==> config.mk <==
export PLATFORM = sky130hd
export DESIGN_NAME = dmaseq_chunker
export DESIGN_NICKNAME = d
export VERILOG_FILES = /design/src/rtl/dmaseq_pkg.sv /design/src/rtl/dmaseq_lowest.sv /design/src/rtl/dmaseq_slot.sv /design/src/rtl/dmaseq_chunker.sv
export SDC_FILE = /design/constraint.sdc
export NUM_CORES = 2
export LEC_CHECK = 0
export CORE_AREA = 2 2 273 275
export CTS_CLUSTER_SIZE = 16
export DETAILED_ROUTE_END_ITERATION = 7
export DIE_AREA = 0 0 275 277
export PLACE_DENSITY = 0.8
export RECOVER_POWER = 25
export SETUP_SLACK_MARGIN = 0.1
export SLEW_MARGIN = 15
export SYNTH_ARGS = -nofsm -noshare
export SYNTH_HDL_FRONTEND = slang
export SYNTH_SLANG_ARGS = --single-unit
==> constraint.sdc <==
create_clock -name clk -period 8.68 [get_ports clk]
set_clock_uncertainty 0.15 [all_clocks]
set_input_delay 1.736 -clock clk [delete_from_list [all_inputs] [get_ports clk]]
set_output_delay 1.736 -clock clk [all_outputs]
set_load 0.01 [all_outputs]
==> src/rtl/dmaseq_pkg.sv <==
package dmaseq_pkg;

  typedef enum logic [1:0] {
    ST_NONE    = 2'd0,
    ST_ISSUED  = 2'd1,
    ST_FULL    = 2'd2,
    ST_ALIASED = 2'd3
  } req_status_e;

  // Length of the opening chunk: trimmed at the end of the start line.
  function automatic int unsigned head_len(int unsigned off, int unsigned len,
                                           int unsigned line);
    return (off + len <= line) ? len : (line - off);
  endfunction

  // Length of any following chunk: at most a full line.
  function automatic int unsigned body_len(int unsigned rem, int unsigned line);
    return (rem < line) ? rem : line;
  endfunction

endpackage

==> src/rtl/dmaseq_lowest.sv <==
module dmaseq_lowest #(
  parameter int N = 4,
  parameter int W = 2
) (
  input  logic [N-1:0] vec_i,
  output logic         any_o,
  output logic [W-1:0] idx_o
);

  always_comb begin
    idx_o = '0;
    for (int i = N - 1; i >= 0; i--) begin
      if (vec_i[i]) idx_o = W'(i);
    end
  end

  assign any_o = |vec_i;

endmodule

==> src/rtl/dmaseq_slot.sv <==
module dmaseq_slot
  import dmaseq_pkg::*;
#(
  parameter int ADDR_W     = 32,
  parameter int LEN_W      = 12,
  parameter int LINE_BYTES = 16,
  localparam int OFF_W     = $clog2(LINE_BYTES),
  localparam int LINE_W    = ADDR_W - OFF_W
) (
  input  logic              clk,
  input  logic              rst_n,
  input  logic              alloc_i,
  input  logic [ADDR_W-1:0] alloc_addr_i,
  input  logic [LEN_W-1:0]  alloc_len_i,
  input  logic              alloc_write_i,
  input  logic              issue_i,
  input  logic              rsp_i,
  output logic              active_o,
  output logic              need_o,
  output logic              write_o,
  output logic [LINE_W-1:0] line_o,
  output logic [ADDR_W-1:0] chunk_addr_o,
  output logic [LEN_W-1:0]  chunk_len_o,
  output logic [LEN_W-1:0]  done_off_o,
  output logic [LEN_W-1:0]  inflight_o,
  output logic              last_o,
  output logic              bad_o
);

  logic [ADDR_W-1:0] start_q;
  logic [LEN_W-1:0]  len_q, sent_q, done_q;
  logic              active_q, need_q, write_q;

  // Named events for the assertions below
  logic is_first, chunk_misaligned;

  assign is_first = (done_q == '0);

  always_comb begin
    if (is_first)
      chunk_len_o = LEN_W'(head_len(32'(start_q[OFF_W-1:0]), 32'(len_q), LINE_BYTES));
    else
      chunk_len_o = LEN_W'(body_len(32'(len_q - done_q), LINE_BYTES));
  end

  assign chunk_addr_o     = start_q + ADDR_W'(done_q);
  assign chunk_misaligned = (chunk_addr_o[OFF_W-1:0] != '0);
  assign active_o         = active_q;
  assign need_o           = need_q;
  assign write_o          = write_q;
  assign line_o           = start_q[ADDR_W-1:OFF_W];
  assign done_off_o       = done_q;
  assign inflight_o       = sent_q - done_q;
  assign last_o           = (sent_q == len_q);
  assign bad_o            = !active_q || (sent_q == done_q);

  always_ff @(posedge clk) begin
    if (!rst_n) begin
      active_q <= 1'b0;
      need_q   <= 1'b0;
      write_q  <= 1'b0;
      start_q  <= '0;
      len_q    <= '0;
      sent_q   <= '0;
      done_q   <= '0;
    end else if (alloc_i) begin
      active_q <= 1'b1;
      need_q   <= 1'b1;
      write_q  <= alloc_write_i;
      start_q  <= alloc_addr_i;
      len_q    <= alloc_len_i;
      sent_q   <= '0;
      done_q   <= '0;
    end else begin
      if (issue_i) begin
        sent_q <= sent_q + chunk_len_o;
        need_q <= 1'b0;
      end
      if (rsp_i) begin
        done_q <= sent_q;
        if (sent_q == len_q) active_q <= 1'b0;
        else                 need_q   <= 1'b1;
      end
    end
  end

  // chunks after the first start on a line boundary
  assert_later_aligned_R5: assert property (@(posedge clk) disable iff (!rst_n)
    (active_q && need_q && !is_first) |-> !chunk_misaligned);

  // the issue strobe only lands on a slot that is waiting and has nothing in flight
  assert_one_in_flight_R7: assert property (@(posedge clk) disable iff (!rst_n)
    issue_i |-> (need_q && active_q && sent_q == done_q));

  // an answered last chunk frees the slot on that edge
  assert_free_on_last_R9: assert property (@(posedge clk) disable iff (!rst_n)
    (rsp_i && last_o) |=> !active_o);

endmodule

==> src/rtl/dmaseq_chunker.sv <==
module dmaseq_chunker
  import dmaseq_pkg::*;
#(
  parameter int ADDR_W     = 32,
  parameter int LEN_W      = 12,
  parameter int LINE_BYTES = 16,
  parameter int SLOTS      = 4,
  localparam int OFF_W     = $clog2(LINE_BYTES),
  localparam int LINE_W    = ADDR_W - OFF_W,
  localparam int DATA_W    = LINE_BYTES * 8,
  localparam int SLOT_W    = (SLOTS > 1) ? $clog2(SLOTS) : 1,
  localparam int CNT_W     = $clog2(SLOTS + 1)
) (
  input  logic              clk,
  input  logic              rst_n,
  input  logic              req_valid,
  input  logic [ADDR_W-1:0] req_addr,
  input  logic [LEN_W-1:0]  req_len,
  input  logic              req_write,
  output logic [1:0]        req_status,
  output logic [SLOT_W-1:0] req_slot,
  output logic              iss_valid,
  input  logic              iss_ready,
  output logic [SLOT_W-1:0] iss_slot,
  output logic [ADDR_W-1:0] iss_addr,
  output logic [LEN_W-1:0]  iss_len,
  output logic              iss_store,
  output logic [LINE_BYTES-1:0] iss_be,
  output logic [DATA_W-1:0] iss_data,
  output logic [SLOT_W-1:0] src_slot,
  output logic [LEN_W-1:0]  src_off,
  input  logic [DATA_W-1:0] src_data,
  input  logic              rsp_valid,
  input  logic [SLOT_W-1:0] rsp_slot,
  input  logic [DATA_W-1:0] rsp_data,
  output logic              snk_valid,
  output logic [SLOT_W-1:0] snk_slot,
  output logic [LEN_W-1:0]  snk_off,
  output logic [LEN_W-1:0]  snk_len,
  output logic [DATA_W-1:0] snk_data,
  output logic              done_valid,
  output logic [SLOT_W-1:0] done_slot,
  output logic              err
);

  // Per-slot views
  logic [SLOTS-1:0]  act_v, need_v, wr_v, last_v, bad_v, alias_v;
  logic [LINE_W-1:0] line_a  [SLOTS];
  logic [ADDR_W-1:0] caddr_a [SLOTS];
  logic [LEN_W-1:0]  clen_a  [SLOTS];
  logic [LEN_W-1:0]  doff_a  [SLOTS];
  logic [LEN_W-1:0]  infl_a  [SLOTS];

  // Named internal events
  logic              full, alias_hit, accept, iss_fire, rsp_ok, rsp_fin, dup_line;
  logic              free_any, need_any;
  logic [SLOT_W-1:0] free_idx, need_idx, pick;
  logic [CNT_W-1:0]  cnt_q;
  logic              hold_q;
  logic [SLOT_W-1:0] hold_slot_q;
  req_status_e       status;
  logic [OFF_W-1:0]  lane_lo;
  logic [DATA_W-1:0] src_shift;

  // ---------------- admission ----------------
  assign full      = (cnt_q == CNT_W'(SLOTS));
  assign alias_hit = |alias_v;

  always_comb begin
    if (!req_valid)     status = ST_NONE;
    else if (full)      status = ST_FULL;
    else if (alias_hit) status = ST_ALIASED;
    else                status = ST_ISSUED;
  end

  assign accept     = (status == ST_ISSUED);
  assign req_status = status;
  assign req_slot   = free_idx;

  dmaseq_lowest #(.N(SLOTS), .W(SLOT_W)) u_free (
    .vec_i(~act_v), .any_o(free_any), .idx_o(free_idx));

  // ---------------- slot table ----------------
  for (genvar g = 0; g < SLOTS; g++) begin : g_slot
    dmaseq_slot #(.ADDR_W(ADDR_W), .LEN_W(LEN_W), .LINE_BYTES(LINE_BYTES)) u_slot (
      .clk          (clk),
      .rst_n        (rst_n),
      .alloc_i      (accept && (free_idx == SLOT_W'(g))),
      .alloc_addr_i (req_addr),
      .alloc_len_i  (req_len),
      .alloc_write_i(req_write),
      .issue_i      (iss_fire && (pick == SLOT_W'(g))),
      .rsp_i        (rsp_ok && (rsp_slot == SLOT_W'(g))),
      .active_o     (act_v[g]),
      .need_o       (need_v[g]),
      .write_o      (wr_v[g]),
      .line_o       (line_a[g]),
      .chunk_addr_o (caddr_a[g]),
      .chunk_len_o  (clen_a[g]),
      .done_off_o   (doff_a[g]),
      .inflight_o   (infl_a[g]),
      .last_o       (last_v[g]),
      .bad_o        (bad_v[g])
    );
    assign alias_v[g] = act_v[g] && (line_a[g] == req_addr[ADDR_W-1:OFF_W]);
  end

  always_comb begin
    dup_line = 1'b0;
    for (int i = 0; i < SLOTS; i++)
      for (int j = i + 1; j < SLOTS; j++)
        if (act_v[i] && act_v[j] && line_a[i] == line_a[j]) dup_line = 1'b1;
  end

  // ---------------- issue port ----------------
  dmaseq_lowest #(.N(SLOTS), .W(SLOT_W)) u_need (
    .vec_i(need_v), .any_o(need_any), .idx_o(need_idx));

  assign pick      = hold_q ? hold_slot_q : need_idx;
  assign iss_valid = hold_q || need_any;
  assign iss_fire  = iss_valid && iss_ready;
  assign iss_slot  = pick;
  assign iss_addr  = caddr_a[pick];
  assign iss_len   = clen_a[pick];
  assign iss_store = wr_v[pick];
  assign src_slot  = pick;
  assign src_off   = doff_a[pick];
  assign lane_lo   = iss_addr[OFF_W-1:0];
  assign src_shift = src_data << {lane_lo, 3'b000};

  always_comb begin
    for (int k = 0; k < LINE_BYTES; k++) begin
      iss_be[k] = (k >= int'(lane_lo)) && (k < int'(lane_lo) + int'(iss_len));
      iss_data[k*8 +: 8] = (iss_store && iss_be[k]) ? src_shift[k*8 +: 8] : 8'h00;
    end
  end

  // ---------------- response path ----------------
  assign rsp_ok  = rsp_valid && !bad_v[rsp_slot];
  assign rsp_fin = rsp_ok && last_v[rsp_slot];

  always_ff @(posedge clk) begin
    if (!rst_n) begin
      cnt_q       <= '0;
      hold_q      <= 1'b0;
      hold_slot_q <= '0;
      err         <= 1'b0;
      done_valid  <= 1'b0;
      done_slot   <= '0;
      snk_valid   <= 1'b0;
      snk_slot    <= '0;
      snk_off     <= '0;
      snk_len     <= '0;
      snk_data    <= '0;
    end else begin
      cnt_q       <= cnt_q + CNT_W'(accept) - CNT_W'(rsp_fin);
      hold_q      <= iss_valid && !iss_ready;
      hold_slot_q <= pick;
      if (rsp_valid && bad_v[rsp_slot]) err <= 1'b1;
      done_valid  <= rsp_fin;
      done_slot   <= rsp_slot;
      snk_valid   <= rsp_ok && !wr_v[rsp_slot];
      snk_slot    <= rsp_slot;
      snk_off     <= doff_a[rsp_slot];
      snk_len     <= infl_a[rsp_slot];
      snk_data    <= rsp_data >> {caddr_a[rsp_slot][OFF_W-1:0], 3'b000};
    end
  end

  // ---------------- assertions ----------------
  // the occupancy counter never passes the table size
  assert_no_overflow_R1: assert property (@(posedge clk) disable iff (!rst_n)
    cnt_q <= CNT_W'(SLOTS));

  // admission never leaves two active entries on one start line
  assert_unique_lines_R2: assert property (@(posedge clk) disable iff (!rst_n)
    !dup_line);

  // an issued grant always targets a slot that was free
  assert_grant_free_R3: assert property (@(posedge clk) disable iff (!rst_n)
    accept |-> (free_any && !act_v[free_idx]));

  // an offered chunk is non-empty and stays inside its line
  assert_chunk_in_line_R4: assert property (@(posedge clk) disable iff (!rst_n)
    iss_valid |-> (iss_len != '0 && int'(lane_lo) + int'(iss_len) <= LINE_BYTES));

  // an unaccepted offer is held unchanged
  assert_offer_held_R7: assert property (@(posedge clk) disable iff (!rst_n)
    (iss_valid && !iss_ready) |=> (iss_valid && $stable(iss_slot) &&
                                   $stable(iss_addr) && $stable(iss_len)));

  // the counter agrees with the slot flags
  assert_count_tracks_R9: assert property (@(posedge clk) disable iff (!rst_n)
    int'(cnt_q) == $countones(act_v));

  // once raised, the error flag stays raised
  assert_err_sticky_R10: assert property (@(posedge clk) disable iff (!rst_n)
    err |=> err);

endmodule

# Word-level counts from Yosys, hierarchy flattened
# Cells that the tools add are included.
[word_totals] in_bits=308 regBits=447 elab_cells=321 mem_bits_rw=0 output_inout_bits=369 mem_bits_ro=0 mem_count=0 latch_bits=0
[op_classes] n_addsub=27 muxes=94 shift=2 n_div=0 reduce_logical=90 multipliers=0 order_cmp=43 n_eq_ne=23 n_bitwise=4
[ops] operator="2-to-1 mux 12 bit" count=20
[ops] operator="less-than comparator 5 x 32 -> 1 bit, first input constant" count=7
[ops] operator="adder 32 x 12 -> 32 bit" count=4
[ops] operator="binary-select mux 32 bit (select 2 bit)" count=2
[ops] operator="less-or-equal comparator 32 x 5 -> 1 bit, second input constant" count=4
[ops] operator="less-than comparator 32 x 5 -> 1 bit, second input constant" count=4
[ops] operator="less-than comparator 4 x 32 -> 1 bit, first input constant" count=4
[ops] operator="2-to-1 mux 8 bit" count=16
[ops] operator="left shift 128 x 7 -> 128 bit" count=1
[ops] operator=">> shifter 128 x 7 -> 128 bit" count=1
[ops] operator="equality test 28 bit" count=4
[ops] operator="binary-select mux 12 bit (select 2 bit)" count=4
[ops] operator="equality test 12 bit" count=8
[ops] operator="adder 4 x 12 -> 13 bit" count=5
[ops] operator="less-than comparator 3 x 32 -> 1 bit, first input constant" count=2
[ops] operator="2-to-1 mux 32 bit" count=2
[ops] operator="logical AND 1 bit" count=53
[ops] operator="subtractor 12 x 12 -> 13 bit" count=4
[ops] operator="adder 12 bit" count=4
[ops] operator="logical NOT 12 bit" count=4
[ops] operator="subtractor 12 bit" count=4
[ops] operator="less-than comparator 1 x 32 -> 1 bit, first input constant" count=1
[ops] operator="less-than comparator 2 x 32 -> 1 bit, first input constant" count=1
[ops] operator="2-to-1 mux 1 bit" count=32
[ops] operator="other kinds (26)" count=92

# Logic depth before layout (Yosys ltp)
[depth] depth_word=14 depth_mapped=22 depth_no_buf=22

# Modules after synthesis
# A second synthesis with hierarchy kept.
[unflattened] hier_cells=5197 area_unflattened_um2=41713.8
[by_module_without_submodules] module="dmaseq_chunker" area_each_um2=18021.0 cells_each=2401 seq_area_each_um2=3263.1 n_inst=1
[by_module_without_submodules] module="dmaseq_slot (g_slot[1].u_slot)" area_each_um2=5940.7 cells_each=693 seq_area_each_um2=1421.4 n_inst=1
[by_module_without_submodules] module="dmaseq_slot (g_slot[0].u_slot)" area_each_um2=5925.7 cells_each=697 seq_area_each_um2=1421.4 n_inst=1
[by_module_without_submodules] module="dmaseq_slot (g_slot[2].u_slot)" area_each_um2=5880.6 cells_each=694 seq_area_each_um2=1421.4 n_inst=1
[by_module_without_submodules] module="dmaseq_slot (g_slot[3].u_slot)" area_each_um2=5875.6 cells_each=698 seq_area_each_um2=1421.4 n_inst=1
[by_module_without_submodules] module="dmaseq_lowest" area_each_um2=35.0 cells_each=7 seq_area_each_um2=0.0 n_inst=2

# Least setup slack after synthesis
# No wires, ideal clock.
[synth_timing] path_type="flip-flop to output port" start="register g_slot[3].u_slot.len_q[0]" end="output iss_data[69]" arrival_time_ns=5.450 path_stages_with_launch=20 slack_ns=1.344 n_path_buf=2 required_ns=6.794 path_cell_list="dfxtp_1 > ha_1 > fa_1 > a211oi_1 > nor3_1 > or3_1 > a22oi_1 > and4_1 > buf_2 > mux2i_1 > o22ai_1 > mux4_2 > ha_1 > fa_1 > xor2_1 > or3_1 > nand2_1 > and4_4 > buf_6 > nor4b_1"
[synth_between] elab_chain_len=12 elab_cells_between_ends=15 classes_between="3 x add/sub; 3 x order compare; 7 x mux; 2 x reduce/logical"
[synth_rtl] element="start, declared" line_no="dmaseq_slot.sv:31" rtl="logic [LEN_W-1:0] len_q, sent_q, done_q;"
[synth_rtl] element="start signal, assigned" line_no="dmaseq_slot.sv:71" rtl="len_q <= alloc_len_i;"
[synth_rtl] element="subtractor 12 x 12 -> 13 bit / adder 4 x 12 -> 13 bit (equally long branches)" line_no="dmaseq_slot.sv:43, dmaseq_pkg.sv:13"
[synth_rtl] element="less-than comparator 32 x 5 -> 1 bit / less-or-equal comparator 32 x 5 -> 1 bit (equally long branches)" line_no="dmaseq_pkg.sv:18, dmaseq_pkg.sv:13"
[synth_rtl] element="2-to-1 mux 12 bit (on tied branches)" line_no="dmaseq_pkg.sv:18, dmaseq_pkg.sv:13"
[synth_rtl] element="2-to-1 mux 12 bit *" line_no="dmaseq_slot.sv:40" rtl="if (is_first)"
[synth_rtl] element="binary-select mux 12 bit (select 2 bit) *" line_no="dmaseq_chunker.sv:124" rtl="assign iss_len = clen_a[pick];"
[synth_rtl] element="2-to-1 mux 12 bit (implied by the code) * (2 in a row)" line_no="dmaseq_chunker.sv:124"
[synth_rtl] element="named net iss_len[0]" line_no="dmaseq_chunker.sv:26" rtl="output logic [LEN_W-1:0] iss_len,"
[synth_rtl] element="adder 4 x 12 -> 13 bit *" line_no="dmaseq_chunker.sv:133" rtl="iss_be[k] = (k >= int'(lane_lo)) && (k < int'(lane_lo) + int'(iss_len));"
[synth_rtl] element="less-than comparator 5 x 32 -> 1 bit *" line_no="dmaseq_chunker.sv:133"
[synth_rtl] element="logical AND 1 bit *" line_no="dmaseq_chunker.sv:133"
[synth_rtl] element="logical AND 1 bit *" line_no="dmaseq_chunker.sv:134" rtl="iss_data[k*8 +: 8] = (iss_store && iss_be[k]) ? src_shift[k*8 +: 8] : 8'h00;"
[synth_rtl] element="2-to-1 mux 8 bit *" line_no="dmaseq_chunker.sv:134"
[synth_rtl] element="end, declared" line_no="dmaseq_chunker.sv:29" rtl="output logic [DATA_W-1:0] iss_data,"
# Mark *: on every way through the listed nets, which the timed path passes. The rest lies on a longest branch. The select of a mux whose other input is x is not followed.

# Final worst setup path
[layout_timing] start="register g_slot[2].u_slot.len_q[0]" end="output iss_data[73]"
[layout_between] elab_chain_len=12 elab_cells_between_ends=15 classes_between="3 x add/sub; 3 x order compare; 7 x mux; 2 x reduce/logical"
[layout_rtl] element="start, declared" line_no="dmaseq_slot.sv:31"
[layout_rtl] element="start signal, assigned" line_no="dmaseq_slot.sv:71"
[layout_rtl] element="subtractor 12 x 12 -> 13 bit / adder 4 x 12 -> 13 bit (equally long branches)" line_no="dmaseq_slot.sv:43, dmaseq_pkg.sv:13"
[layout_rtl] element="less-than comparator 32 x 5 -> 1 bit / less-or-equal comparator 32 x 5 -> 1 bit (equally long branches)" line_no="dmaseq_pkg.sv:18, dmaseq_pkg.sv:13"
[layout_rtl] element="2-to-1 mux 12 bit (on tied branches)" line_no="dmaseq_pkg.sv:18, dmaseq_pkg.sv:13"
[layout_rtl] element="2-to-1 mux 12 bit *" line_no="dmaseq_slot.sv:40"
[layout_rtl] element="binary-select mux 12 bit (select 2 bit) *" line_no="dmaseq_chunker.sv:124"
[layout_rtl] element="2-to-1 mux 12 bit (implied by the code) * (2 in a row)" line_no="dmaseq_chunker.sv:124"
[layout_rtl] element="adder 4 x 12 -> 13 bit *" line_no="dmaseq_chunker.sv:133"
[layout_rtl] element="less-than comparator 5 x 32 -> 1 bit *" line_no="dmaseq_chunker.sv:133"
[layout_rtl] element="logical AND 1 bit *" line_no="dmaseq_chunker.sv:133"
[layout_rtl] element="logical AND 1 bit *" line_no="dmaseq_chunker.sv:134"
[layout_rtl] element="2-to-1 mux 8 bit *" line_no="dmaseq_chunker.sv:134"
# Every way passes the cells marked *; elsewhere a longest branch is shown, timed or not. The select of a mux whose other input is x is not followed.

==> impl_results.md <==
* Final Util at 0.667
* Power Dens Cells at 187 nW/µm²
* Cts hold-fix bufs at 0
* RSZ-0062 raised after global routing: true
* H-tree lvl count at 2
* Nets@finish at 5950
* Synth top area share at 0.228
* Sequential-to-total area share from yosys stat at 0.228
* Overall Global Routing Usage at 0.441
* Final Non-Filler Cells at 6477
* Final WL at 177 mm
* Failing checks: DRC, capacitance limit, slew limit
* Setup CP Type: flop to primary output
* Full die area at 76200 µm²
* Via/cell ratio at 6.43
* Share of layout cells above drive strength 1 at 0.0670
* Crit start category: flop
* # placed instances at 6301
* Pre-CTS WS at 0.469 ns
* DRT Pass-1 Iters at 8
* Period utilization at 0.971
* Maximum number of pins on one net before global-route repair at 126
* CP Buf/Inv Count at 4
* Synthesized flop and latch total at 447
* Clock Path Buffers at 3
* WL/cell at 27.3 µm
* Worst VDD drop at 0.000181 V
* Slowest CP cell: and4_1
* Clk root buf: clkbuf_16
* Max-slew headroom at -2.08
* CTS tree: yes
* IO Port Bufs at 669
* Total grt overflow at 0
* Top post-synthesis cells by area: dfxtp_1 23%, mux2i_1 17%, ha_1 6.7%, nor2_1 5.1%, xnor2_1 5.0%
* Core Box Area at 73600 µm²
* HPWL after DPL at 135 mm
* Setup crit end kind: primary output
* Site Rows at 100
* Most frequent CP cell: buf_4
* Hold slack at 0.330 ns
* Final ANT Viol Nets at 0
* Mapped Area at 39300 µm²
* Met3 WL post-DR at 22.7 mm
* Final setup viols at 0
* Die X-Extent at 275 µm
* Worst skew pair latency at 0.63 ns
* # clock sinks at 447
* Critical path arrival at 6.54 ns
* CTS buffer count at 50
* Post-synth EDFFs at 0
* Fin. max-slew vios at 296
* Worst-margin pin slew at 4.62 ns
* CP delay by family, top: simple AND/OR/NAND/NOR gates
* DR top layer: met5
* Final Cell Area at 49100 µm²
* Vias in the first global route at 38100
* Filler cell count at 6216
* Max-cap violations at 5
* Synth top cells by count: 656 x mux2i_1, 534 x nor2_1, 447 x dfxtp_1, 447 x nand2_1, 288 x a21oi_1
* Placed cell area at 46700 µm²
* Metal2 WL at 73.5 mm
* Hold crit path type: flop to flop
* Max Fclk at 0.119 GHz
* Count leader, synth: mux2i_1
* Leak at 18.9 nW
* Antenna violations before repair at 63
* Total power at 9.17 mW
* Die height at 277 µm
* Area grow syn2layout at 25.0%
* Worst EP required at 6.79 ns
* Largest stage delay on the critical path at 0.67 ns
* Async set-reset flop share out of synthesis at 0
* Setup tns final at 0 ns
* Gpl congestion at 1.03
* Worst-path clk slew at 0.07 ns
* Synth Warn # at 0
* Min Clock Period, post-route at 8.43 ns
* Syn Area/Cell at 8.05 µm²
* Post-synth top flop: dfxtp_1
* Final hold violations at 0
* Fin worst setup slack at 0.251 ns
* Worst path cell trace: ha_1 -> fa_1 -> a211oi_1 -> nor2_1 -> a31o_2 -> nand4b_1 -> buf_4 -> buf_4 -> mux2i_1 -> o32ai_1 -> buf_4 -> mux4_2 -> ha_1 -> nand4b_1 -> nor3_1 -> and4_1 -> nor3_1 -> clkdlybuf4s50_1
* First-pass GRT wire length at 253 mm
* Via Count at 41700
* Initial Utilization at 0.534
* Peak fanout along the critical path at 9
* DRC errors left at 2
* Yosys top cell by area: dfxtp_1
* Cells after Synth at 4876
* DRT iter0 DRCs at 5582
* IO Count at 677
* Post-synthesis cell type count at 98
* Status: complete, but fails checks
* DRT met1 WL at 67.7 mm
-- layout by cell type (no fill, tap or decap), types with 37 or more instances in the layout --
master / count
xor2_1: 165
ha_1: 210
nor2_1: 532
nand3_1: 125
a31oi_1: 37
mux4_2: 49
nor4_1: 65
and3_1: 52
nand2_1: 446
clkbuf_16: 50
xnor2_1: 222
a21o_1: 56
buf_4: 100
nor3_1: 123
clkdlybuf4s50_1: 505
o21ai_0: 170
nor2b_1: 67
nand4_1: 45
dlygate4sd3_1: 160
mux2i_1: 650
diode_2: 57
inv_1: 153
a21oi_1: 285
dfxtp_1: 442
a211oi_1: 135
-- power by group --
group          switching, mW  internal [mW]
Sequential             0.136           2.19
Clock                  0.975           1.36
Combinational           2.67           1.83
-- worst paths after layout --
path	slack, ns	depth (start not counted)	start	endpoint
worst max-delay path	0.25	18	g_slot[2].u_slot.len_q[0]$_SDFFE_PN0P_	iss_data[73]
worst min-delay path	0.33	2	err$_SDFFE_PN0P_	err$_SDFFE_PN0P_
worst max register to register	2.81	12	g_slot[2].u_slot.start_q[1]$_SDFFE_PN0P_	snk_data[125]$_SDFF_PP0_
worst min register to register	0.33	2	err$_SDFFE_PN0P_	err$_SDFFE_PN0P_
-- area by class of cell --
type | count | area (µm²) | share of cell area
multi-input cells | 3969 | 28700 | 0.586
flip-flops and latches | 447 | 8950 | 0.182
repair buffers | 786 | 7640 | 0.156
clock buffers | 61 | 1350 | 0.0276
well taps | 969 | 1210 | 0.0247
inverters | 156 | 591 | 0.0120
clock inverters | 32 | 435 | 0.00887
diodes | 57 | 143 | 0.00291
-- flip-flops by register name, summed over array words and instances (netlist names), 3 cells and up --
register,count
g_slot.u_slot.done_off_o,48
g_slot.u_slot.start_q,128
snk_data,128
g_slot.u_slot.sent_q,48
g_slot.u_slot.active_o,4
snk_off,12
g_slot.u_slot.write_o,4
cnt_q,3
g_slot.u_slot.need_o,4
snk_len,12
g_slot.u_slot.len_q,48
-- cells by family (layout without fill, tap and decap cells) --
kind of cell               count (synthesis)  in the layout  share of synthesized area
xor gates and xnor gates                 388            388                     0.0865
other                                      1             88                  0.0000955
and+or+nand+nor                         1621           1621                      0.193
adders and majority gates                232            232                     0.0781
buffers and inverters                    490           1035                     0.0503
AOI/OAI and AO/OA                        973            973                      0.163
muxes                                    724            724                      0.201
DFF                                      447            447                      0.228
-- repair_timing --
item / CTS / global route
setup endpoints to repair: 108 / 144
resized for setup: 8 / 34
pin swaps: 3 / 2
gates cloned: 0 / 1
setup buffers: 9 / 15
-- worst register-to-register path, stage by stage, from the launching register on --
cell	delay, ns
dfxtp_1	0.42
buf_4	0.22
ha_1	0.25
a21o_1	0.16
a21oi_1	0.32
xnor2_1	0.23
mux2_1	0.22
o21ai_0	0.08
clkbuf_1	0.49
nand2_2	0.21
clkbuf_1	1.92
nor2_2	0.64
and3_1	0.44
-- routing by layer --
metal  track usage  vias up
li1              -    18600
met1         0.570    19700
met2         0.642     2729
met3         0.130      647
met4         0.271       20
met5             0        -
(Power assumes the default switching activity.)
